File: config.mk
export PLATFORM = sky130hd
export DESIGN_NAME = can_bittime_gen
export DESIGN_NICKNAME = d
export VERILOG_FILES = /design/src/rtl/cbt_pkg.sv /design/src/rtl/cbt_prescaler.sv /design/src/rtl/cbt_cfg_regs.sv /design/src/rtl/cbt_line_if.sv /design/src/rtl/cbt_seq.sv /design/src/rtl/can_bittime_gen.sv
export SDC_FILE = /design/constraint.sdc
export NUM_CORES = 1
export LEC_CHECK = 0
export BUFFER_PORTS_ARGS = -buffer_cell sky130_fd_sc_hd__buf_4
export CAP_MARGIN = 25
export CORE_ASPECT_RATIO = 0.75
export CORE_MARGIN = 10
export CORE_UTILIZATION = 60
export CTS_CLUSTER_DIAMETER = 40
export DETAILED_ROUTE_END_ITERATION = 10
export GPL_TIMING_DRIVEN = 0
export PLACE_DENSITY = 0.84
export SKIP_LAST_GASP = 1
export SLEW_MARGIN = 20
export SYNTH_ARGS = -nofsm -noshare
export SYNTH_HDL_FRONTEND = slang
export SYNTH_SLANG_ARGS = --single-unit
File: constraint.sdc
create_clock -name clk -period 13.04 [get_ports clk]
set_input_delay 0.652 -clock clk [delete_from_list [all_inputs] [get_ports clk]]
set_output_delay 0.652 -clock clk [all_outputs]
set_load 0.01 [all_outputs]
File: src/rtl/cbt_pkg.sv
package cbt_pkg;
  localparam int PRESC_W = 8;
  localparam int SEG_W   = 3;
  localparam int SJW_W   = 2;

  typedef enum logic [1:0] {SEG_SYNC, SEG_PROP, SEG_PH1, SEG_PH2} seg_e;

  typedef struct packed {
    logic               lpbk;
    logic [SJW_W-1:0]   sjw;
    logic [SEG_W-1:0]   ph2;
    logic [SEG_W-1:0]   ph1;
    logic [SEG_W-1:0]   prop;
    logic [PRESC_W-1:0] presc;
  } cfg_t;

  localparam int CFG_W = $bits(cfg_t);
endpackage

File: src/rtl/cbt_prescaler.sv
module cbt_prescaler #(
  parameter int W = 8
) (
  input  logic         clk,
  input  logic         rst,
  input  logic         restart,
  input  logic [W-1:0] div,
  output logic         tick
);
  logic [W-1:0] cnt_q;

  assign tick = (cnt_q == '0);

  always_ff @(posedge clk) begin
    if (rst)               cnt_q <= '0;
    else if (restart)      cnt_q <= div;
    else if (cnt_q == '0)  cnt_q <= div;
    else                   cnt_q <= cnt_q - 1'b1;
  end

  // with a divide of one, a tick is followed by another tick
  p_tick_spacing_r1: assert property (@(posedge clk) disable iff (rst)
    (tick && div == '0) |=> tick);
endmodule

File: src/rtl/cbt_cfg_regs.sv
module cbt_cfg_regs
  import cbt_pkg::*;
(
  input  logic clk,
  input  logic rst,
  input  logic freeze,
  input  logic we,
  input  cfg_t wdata,
  output cfg_t cfg
);
  always_ff @(posedge clk) begin
    if (rst) begin
      cfg.lpbk  <= 1'b0;
      cfg.sjw   <= '0;
      cfg.ph2   <= SEG_W'(1);
      cfg.ph1   <= '0;
      cfg.prop  <= '0;
      cfg.presc <= '0;
    end else if (we) begin
      cfg.lpbk <= wdata.lpbk;
      if (freeze) begin
        cfg.presc <= wdata.presc;
        cfg.prop  <= wdata.prop;
        cfg.ph1   <= wdata.ph1;
        cfg.sjw   <= wdata.sjw;
        if (wdata.ph2 != '0) cfg.ph2 <= wdata.ph2;
      end
    end
  end

  p_locked_r4: assert property (@(posedge clk) disable iff (rst)
    !freeze |=> ($stable(cfg.presc) && $stable(cfg.prop) && $stable(cfg.ph1)
                 && $stable(cfg.ph2) && $stable(cfg.sjw)));

  p_ph2_legal_r5: assert property (@(posedge clk) disable iff (rst)
    cfg.ph2 != '0);
endmodule

File: src/rtl/cbt_line_if.sv
module cbt_line_if (
  input  logic clk,
  input  logic rst,
  input  logic lpbk,
  input  logic tx_bit,
  input  logic rx_pin,
  output logic tx_pin,
  output logic rx_bit,
  output logic fall
);
  logic src, s1_q, s2_q, s3_q;

  assign src    = lpbk ? tx_bit : rx_pin;
  assign rx_bit = s2_q;
  assign fall   = s3_q & ~s2_q;

  always_ff @(posedge clk) begin
    if (rst) begin
      s1_q   <= 1'b1;
      s2_q   <= 1'b1;
      s3_q   <= 1'b1;
      tx_pin <= 1'b1;
    end else begin
      s1_q   <= src;
      s2_q   <= s1_q;
      s3_q   <= s2_q;
      tx_pin <= lpbk ? 1'b1 : tx_bit;
    end
  end

  // loop-back parks the transmit line recessive
  p_lpbk_tx_r6: assert property (@(posedge clk) disable iff (rst)
    lpbk |=> tx_pin);
endmodule

File: src/rtl/cbt_seq.sv
module cbt_seq
  import cbt_pkg::*;
#(
  parameter int SW = SEG_W,
  parameter int JW = SJW_W
) (
  input  logic          clk,
  input  logic          rst,
  input  logic          tick,
  input  logic          fall,
  input  logic          bus_idle,
  input  logic [SW-1:0] prop,
  input  logic [SW-1:0] ph1,
  input  logic [SW-1:0] ph2,
  input  logic [JW-1:0] sjw,
  output logic          hard_sync,
  output logic          sample_pulse,
  output logic          txpt_pulse
);
  localparam int CW = SW + 2;

  seg_e          seg_q, seg_n;
  logic [CW-1:0] cnt_q, cnt_n, cnt_adj, e_q, e_n, pend_q, pend_n;
  logic [CW-1:0] jump, ext, cut;
  logic          rs_q, rs_n, resync, smp_n, txp_n;

  always_comb begin
    jump      = CW'(sjw) + CW'(1);
    ext       = (e_q > jump) ? jump : e_q;
    cut       = (cnt_q > jump) ? jump : cnt_q;
    hard_sync = fall & bus_idle;
    resync    = fall & ~bus_idle & ~rs_q & (seg_q != SEG_SYNC);
    cnt_adj   = cnt_q;
    pend_n    = pend_q;
    rs_n      = rs_q | resync;
    if (resync) begin
      case (seg_q)
        SEG_PROP: pend_n  = ext;
        SEG_PH1:  cnt_adj = cnt_q + ext;
        SEG_PH2:  cnt_adj = cnt_q - cut;
        default:  ;
      endcase
    end
    seg_n = seg_q;
    cnt_n = cnt_adj;
    e_n   = e_q;
    smp_n = 1'b0;
    txp_n = 1'b0;
    if (hard_sync) begin
      seg_n  = SEG_PROP;
      cnt_n  = CW'(prop);
      e_n    = CW'(1);
      pend_n = '0;
      rs_n   = 1'b1;
    end else if (tick) begin
      e_n = e_q + CW'(1);
      if (cnt_adj != '0) begin
        cnt_n = cnt_adj - CW'(1);
      end else begin
        case (seg_q)
          SEG_SYNC: begin seg_n = SEG_PROP; cnt_n = CW'(prop); end
          SEG_PROP: begin seg_n = SEG_PH1; cnt_n = CW'(ph1) + pend_n; pend_n = '0; end
          SEG_PH1:  begin seg_n = SEG_PH2; cnt_n = CW'(ph2); smp_n = 1'b1; end
          default:  begin
            seg_n = SEG_SYNC; cnt_n = '0; e_n = '0; rs_n = 1'b0; txp_n = 1'b1;
          end
        endcase
      end
    end
  end

  always_ff @(posedge clk) begin
    if (rst) begin
      seg_q        <= SEG_SYNC;
      cnt_q        <= '0;
      e_q          <= '0;
      pend_q       <= '0;
      rs_q         <= 1'b0;
      sample_pulse <= 1'b0;
      txpt_pulse   <= 1'b0;
    end else begin
      seg_q        <= seg_n;
      cnt_q        <= cnt_n;
      e_q          <= e_n;
      pend_q       <= pend_n;
      rs_q         <= rs_n;
      sample_pulse <= smp_n;
      txpt_pulse   <= txp_n;
    end
  end

  p_pulse_excl_r2: assert property (@(posedge clk) disable iff (rst)
    !(sample_pulse && txpt_pulse));

  p_hard_sync_r7: assert property (@(posedge clk) disable iff (rst)
    hard_sync |=> (seg_q == SEG_PROP && e_q == CW'(1)));

  // once a bit has resynchronized, further edges leave the count alone
  p_one_resync_r10: assert property (@(posedge clk) disable iff (rst)
    (fall && rs_q && !bus_idle && !tick) |=> (cnt_q == $past(cnt_q)));
endmodule

File: src/rtl/can_bittime_gen.sv
module can_bittime_gen
  import cbt_pkg::*;
(
  input  logic             clk,
  input  logic             rst,
  input  logic             freeze,
  input  logic             cfg_we,
  input  logic [CFG_W-1:0] cfg_wdata,
  output logic [CFG_W-1:0] cfg_rdata,
  input  logic             bus_idle,
  input  logic             tx_bit,
  output logic             tx_pin,
  input  logic             rx_pin,
  output logic             rx_bit,
  output logic             tq_tick,
  output logic             sample_pulse,
  output logic             txpt_pulse
);
  cfg_t cfg;
  logic fall, hard_sync;

  assign cfg_rdata = cfg;

  cbt_cfg_regs u_cfg (
    .clk(clk), .rst(rst), .freeze(freeze), .we(cfg_we),
    .wdata(cfg_t'(cfg_wdata)), .cfg(cfg)
  );

  cbt_prescaler #(.W(PRESC_W)) u_presc (
    .clk(clk), .rst(rst), .restart(hard_sync), .div(cfg.presc), .tick(tq_tick)
  );

  cbt_line_if u_line (
    .clk(clk), .rst(rst), .lpbk(cfg.lpbk), .tx_bit(tx_bit), .rx_pin(rx_pin),
    .tx_pin(tx_pin), .rx_bit(rx_bit), .fall(fall)
  );

  cbt_seq #(.SW(SEG_W), .JW(SJW_W)) u_seq (
    .clk(clk), .rst(rst), .tick(tq_tick), .fall(fall), .bus_idle(bus_idle),
    .prop(cfg.prop), .ph1(cfg.ph1), .ph2(cfg.ph2), .sjw(cfg.sjw),
    .hard_sync(hard_sync), .sample_pulse(sample_pulse), .txpt_pulse(txpt_pulse)
  );
endmodule

# Word level (Yosys, flattened, before mapping)
# Index checks and enable logic that the tools add are counted.
dict set report word_totals {
  output_inout_bits 25
  regBits 52
}
dict set report classes {
  bitwise 11
  reduce_logical 14
  eq_ne 4
  muxes 30
  add_sub_neg 7
  n_lt_le_gt_ge 2
}
# op n
set op_table {}
lappend op_table {{5-bit two-way mux} 12}
lappend op_table {{8-bit two-way mux} 2}
lappend op_table {{5-bit one-hot mux with 3 select lines} 1}
lappend op_table {{1-bit two-way mux} 12}
lappend op_table {{5-bit one-hot mux with 2 select lines} 1}
lappend op_table {{8-bit logical NOT} 1}
lappend op_table {{8-bit by 1-bit subtractor with 8-bit output, second input constant} 1}
lappend op_table {{2-bit one-hot mux with 3 select lines} 1}
lappend op_table {{2-bit AND reduction} 3}
lappend op_table {{3-bit by 5-bit adder with 5-bit output} 1}
lappend op_table {{5-bit by 1-bit adder with 5-bit output, second input constant} 1}
lappend op_table {{5-bit adder} 1}
lappend op_table {{1-bit AND} 5}
lappend op_table {{5-bit by 3-bit greater-than comparator with 1-bit output} 1}
lappend op_table {{5-bit greater-than comparator} 1}
lappend op_table {{1-bit inverter} 5}
lappend op_table {{5-bit nonzero test} 1}
lappend op_table {{5-bit by 1-bit subtractor with 5-bit output, second input constant} 1}
lappend op_table {{5-bit subtractor} 1}
lappend op_table {{2-bit equality test, second input constant} 2}
lappend op_table {{2-bit nonzero test} 2}
lappend op_table {{2-bit OR reduction} 2}
lappend op_table {{4-bit OR reduction} 1}
lappend op_table {{2-bit by 1-bit adder with 3-bit output, second input constant} 1}
lappend op_table {{8 further kinds} 8}

# Longest topological paths before layout
dict set report logic_depth {
  word_depth 11
  mapped_depth 21
}

# Hierarchy
# Synthesis repeated with hierarchy kept, for this count alone.
dict set report unflattened {
  hier_cells 363
  hier_area_um2 3258.1
}
# module area_per_inst_um2 cells_each n_inst seq_area_each_um2
set modules_own_cells {}
lappend modules_own_cells {cbt_seq 1784.2 214 1 400.4}
lappend modules_own_cells {cbt_cfg_regs 877.1 91 1 400.4}
lappend modules_own_cells {cbt_prescaler 475.5 48 1 160.2}
lappend modules_own_cells {cbt_line_if 121.4 10 1 80.1}

# Least setup slack after synthesis
# OpenSTA, ideal clock, no wires.
dict set report synth_path {
  path_type {reg2reg}
  from {register, netlist name u_cfg.cfg[17]}
  to {register u_seq.cnt_q[0]}
  setup_slack_ns 8.530
  stages_incl_launch_ff 17
  arrival_time_ns 4.392
  synth_period_minus_slack_ns 4.510
  setup_ns 0.117
  cell_sequence {dfxtp_1 > ha_1 > inv_1 > ha_1 > nor4b_1 > a31o_1 > or3_2 > o21ai_0 > ha_1 > o21ai_0 > fa_1 > mux2i_1 > ha_1 > nand4_1 > nor3_4 > o32ai_1 > a32o_1}
}
dict set report synth_via {
  elab_chain_len 10
  elab_cells_between_ends 18
  classes_between {add/sub (5); order compare (2); mux (10); reduce/logical (1)}
}
# element line
set synth_rtl {}
lappend synth_rtl {{2-bit by 1-bit adder with 3-bit output (*)} cbt_seq.sv:28} ;# jump = CW'(sjw) + CW'(1);
lappend synth_rtl {{5-bit greater-than comparator / 5-bit by 3-bit greater-than comparator with 1-bit output (equally long branches)} {cbt_seq.sv:30, cbt_seq.sv:29}}
lappend synth_rtl {{5-bit two-way mux (on tied branches)} {cbt_seq.sv:30, cbt_seq.sv:29}}
lappend synth_rtl {{5-bit subtractor (tied with other cells)} cbt_seq.sv:40} ;# SEG_PH2: cnt_adj = cnt_q - cut;
lappend synth_rtl {{5-bit one-hot mux with 2 select lines / 5-bit two-way mux (equally long branches)} {cbt_seq.sv:37, cbt_seq.sv:36}}
lappend synth_rtl {{5-bit two-way mux / 3-bit by 5-bit adder with 5-bit output (equally long branches)} {cbt_seq.sv:36, cbt_seq.sv:62}}
lappend synth_rtl {{5-bit by 1-bit subtractor with 5-bit output (tied with other cells)} cbt_seq.sv:58} ;# cnt_n = cnt_adj - CW'(1);
lappend synth_rtl {{5-bit two-way mux} cbt_seq.sv:57} ;# if (cnt_adj != '0) begin
lappend synth_rtl {{5-bit two-way mux (*)} cbt_seq.sv:55} ;# end else if (tick) begin
lappend synth_rtl {{3-bit two-way mux (*)} cbt_seq.sv:49} ;# if (hard_sync) begin
lappend synth_rtl {{end signal, assigned} cbt_seq.sv:83} ;# cnt_q <= cnt_n;
lappend synth_rtl {{end, declared} cbt_seq.sv:23} ;# logic [CW-1:0] cnt_q, cnt_n, cnt_adj, e_q, e_n, pend_q, pend_n;
# Mark *: on every way between the ends. The rest lies on a longest branch, timed or not.
# A chain may end at the register's enable or synchronous reset.

# Final worst setup path
dict set report layout_path {
  from {register, netlist name u_cfg.cfg[17]}
  to {register u_seq.cnt_q[0]}
}
dict set report layout_via {
  elab_chain_len 10
  elab_cells_between_ends 18
  classes_between {add/sub (5); order compare (2); mux (10); reduce/logical (1)}
}
# element line
set layout_rtl {}
lappend layout_rtl {{2-bit by 1-bit adder with 3-bit output (*)} cbt_seq.sv:28}
lappend layout_rtl {{5-bit greater-than comparator / 5-bit by 3-bit greater-than comparator with 1-bit output (equally long branches)} {cbt_seq.sv:30, cbt_seq.sv:29}}
lappend layout_rtl {{5-bit two-way mux (on tied branches)} {cbt_seq.sv:30, cbt_seq.sv:29}}
lappend layout_rtl {{5-bit subtractor (tied with other cells)} cbt_seq.sv:40}
lappend layout_rtl {{5-bit one-hot mux with 2 select lines / 5-bit two-way mux (equally long branches)} {cbt_seq.sv:37, cbt_seq.sv:36}}
lappend layout_rtl {{5-bit two-way mux / 3-bit by 5-bit adder with 5-bit output (equally long branches)} {cbt_seq.sv:36, cbt_seq.sv:62}}
lappend layout_rtl {{5-bit by 1-bit subtractor with 5-bit output (tied with other cells)} cbt_seq.sv:58}
lappend layout_rtl {{5-bit two-way mux} cbt_seq.sv:57}
lappend layout_rtl {{5-bit two-way mux (*)} cbt_seq.sv:55}
lappend layout_rtl {{3-bit two-way mux (*)} cbt_seq.sv:49}
# Marked as above.

==> flow_summary.json <==
{
  "status": "complete, no violations",
  "syn_nets": 391,
  "tightest_slew_ns": 0.580,
  "yosys.area.top_type": "dfxtp_1",
  "async_flop_share": 0,
  "critPathTopFamily": "adder cells",
  "min_path_type": "flop to flop",
  "critPathMaxStageDelay_ns": 0.53,
  "yosys_most_used_dff": "dfxtp_1",
  "fmax_mhz": 189,
  "fin_crit_sh": 0.407,
  "synth_edf_count": 0,
  "grt_overflow": 0,
  "drt-initial-drc-count": 198,
  "avgSynthCellArea_um2": 8.49,
  "synthTopCellsByCount": "nand2_1, dfxtp_1, nor2_1, a21oi_1, ha_1",
  "drive_gt1_frac": 0.205,
  "drc_errors": 0,
  "tritoncts": "yes",
  "synthCells": 341,
  "grt_pass1_wl_um": 12900,
  "wl_um": 7680,
  "io_pins": 52,
  "antenna_found_initial": 0,
  "critical_path_class": "flop to flop",
  "cts_num_sinks": 52,
  "final-max-slew-violation-count": 0,
  "power.density_nw_per_um2": 180,
  "yosysWarningCount": 0,
  "vias_per_cell": 5.81,
  "synth_top_cells_by_area": "dfxtp_1, ha_1, nand2_1, a21oi_1, nor2_1",
  "yosysUniqueCellTypes": 64,
  "utilization": 0.754,
  "start_util": 0.634,
  "synth.most_common_cell": "nand2_1",
  "cts_made_buffers": 5,
  "place_inst": 449,
  "grt_max_degree": 17,
  "cap_violations": 0,
  "path_cells": "ha_1, inv_1, ha_1, nor4b_1, a31o_1, or3_2, o21ai_0, ha_1, o21ai_0, fa_1, mux2i_1, ha_1, nand4_1, nor3_4, o32ai_1, a32o_1",
  "dpl.hpwl_um": 5990,
  "coreArea_um2": 4570,
  "cp.arrival_ns": 5.52,
  "p_leak_uw": 0.00145,
  "synth_top_area_frac": 0.359,
  "cts_root_buffer": "clkbuf_8",
  "final-instance-count-excl-fill": 457,
  "die_y_um": 80.2,
  "synth-seq-cells": 52,
  "r2r_slack_ns": 7.74,
  "fin_skew_ns": 0.00703,
  "nets": 449,
  "p_sw_uw": 259,
  "cts.repair.resized": 0,
  "tns_ns": 0,
  "hold_buffers": 0,
  "cts_max_level": 2,
  "pwr-share-clk": 0.159,
  "gp_congestion": 0.893,
  "cp_slowest_cell": "or3_2",
  "post_drt_wl_per_cell_um": 16.8,
  "slew_headroom": 0.612,
  "hold_violations": 0,
  "timing.critical_path.buf_inv": 1,
  "ir_drop_mv": 0.122,
  "period_minus_slack_ns": 5.30,
  "die_w_um": 100,
  "setup_viol": 0,
  "worst_ep_required_time_ns": 13.25,
  "p_sw_frac": 0.416,
  "cp-end-kind": "flop",
  "synth.cell_area_um2": 2900,
  "p_seq_frac": 0.323,
  "drtPass1Iterations": 6,
  "grt_pass1_vias": 2664,
  "internal_power_uw": 363,
  "antenna_cells": 0,
  "worstSetupStartpointType": "flop",
  "grtUsageTotal": 0.196,
  "cts.clk_slew.worst_paths_ns": 0.10,
  "post-cts-setup-buffer-count": 0,
  "clk_path_buf_depth": 2,
  "rows": 21,
  "path_max_fanout": 10,
  "dieArea_um2": 8040,
  "pwr-share-comb": 0.517,
  "synth-seq-area-share": 0.359,
  "ant_nets": 0,
  "area_delta_synth_final_pct": 19.0,
  "cp_common_cell": "ha_1",
  "clkLatencyLatePin_ns": 0.32,
  "via_count": 2654,
  "grt_setup_unrepaired": "false",
  "port_buffers": 51
}
[path summary, 6_finish.rpt]
path / from / endpoint / depth (start not counted)
worst max-delay path: u_cfg.cfg[17] / u_seq.cnt_q[0] / 16
worst min-delay path: u_line.s1_q / u_line.rx_bit / 1
worst max register to register: u_cfg.cfg[17] / u_seq.cnt_q[0] / 16
worst min register to register: u_line.s1_q / u_line.rx_bit / 1
[cells in the final DEF (no fill, tap or decap), types with 3 or more instances in the layout]
cell | synthesis | layout
o21ai_0 | 15 | 15
nor3_1 | 4 | 4
clkbuf_1 | 11 | 11
a222oi_1 | 3 | 3
and3_1 | 7 | 7
nor2_1 | 30 | 30
or2_2 | 4 | 4
a31oi_1 | 4 | 4
buf_4 | 1 | 52
nand4_1 | 3 | 3
a21oi_1 | 25 | 25
mux2i_1 | 9 | 9
xnor2_1 | 9 | 9
nand2_1 | 54 | 54
nand2b_1 | 3 | 3
ha_1 | 21 | 21
clkbuf_8 | 0 | 6
dfxtp_1 | 52 | 52
xor2_1 | 7 | 7
a211oi_1 | 7 | 7
inv_1 | 17 | 17
nor4b_1 | 3 | 3
[area by class of cell]
cell class / count / area, um^2
Inverter: 17 / 63.8
Tap cell: 57 / 71.3
Sequential cell: 52 / 1040
Buffer: 12 / 48.8
Fill cell: 348 / 1120
Clock inverter: 2 / 15.0
Multi-Input combinational cell: 260 / 1740
Clock buffer: 6 / 82.6
Timing Repair Buffer: 51 / 383
[registers in the layout, indices dropped and copies added, names as in the netlist]
name,flops
u_presc.cnt_q,8
u_seq.seg_q,2
u_line.rx_bit,1
u_seq.cnt_q,5
u_seq.rs_q,1
u_seq.txpt_pulse,1
u_cfg.cfg,20
u_seq.pend_q,5
u_seq.sample_pulse,1
u_line.s1_q,1
u_line.tx_pin,1
u_seq.e_q,5
u_line.s3_q,1
[kinds of logic after synthesis]
logic type | after synthesis | share of synthesized area
XOR/XNOR | 17 | 0.0540
buffers and inverters | 29 | 0.0389
flip-flops | 52 | 0.359
AO/OA/AOI/OAI | 84 | 0.197
adder cells (fa/ha/maj) | 23 | 0.105
multiplexers | 10 | 0.0350
AND/OR/NAND/NOR | 126 | 0.212
[layer usage]
layer  wire length (um)  GRT usage
met3                698     0.0633
met2               3290      0.289
met1               3530      0.261
met5                  0          0
met4                163     0.0690
[power groups by stage]
stage / registers (uW) / clock network [uW] / logic (uW)
finish: 201 / 99.1 / 322
global route: 204 / 106 / 360
CTS: 200 / 98.9 / 317
detailed placement: 204 / 0 / 314
global placement: 203 / 0 / 303
floorplan: 200 / 0 / 243
[stage by stage]
| step | instance area [um^2] | power, uW | setup WS [ns] | hold WS (ns) |
|---|---|---|---|---|
| 5_1_grt | 3450 | 670 | 7.40 | 0.431 |
| 3_5_place_dp | 3350 | 518 | 7.85 | 0.395 |
| 3_3_place_gp | 3350 | 506 | 7.94 | 0.396 |
| 4_1_cts | 3450 | 616 | 7.82 | 0.418 |
| 6_report | 3450 | 622 | 7.74 | 0.417 |
| 2_1_floorplan | 2900 | 443 | 8.53 | 0.389 |
(Power assumes the default switching activity.)
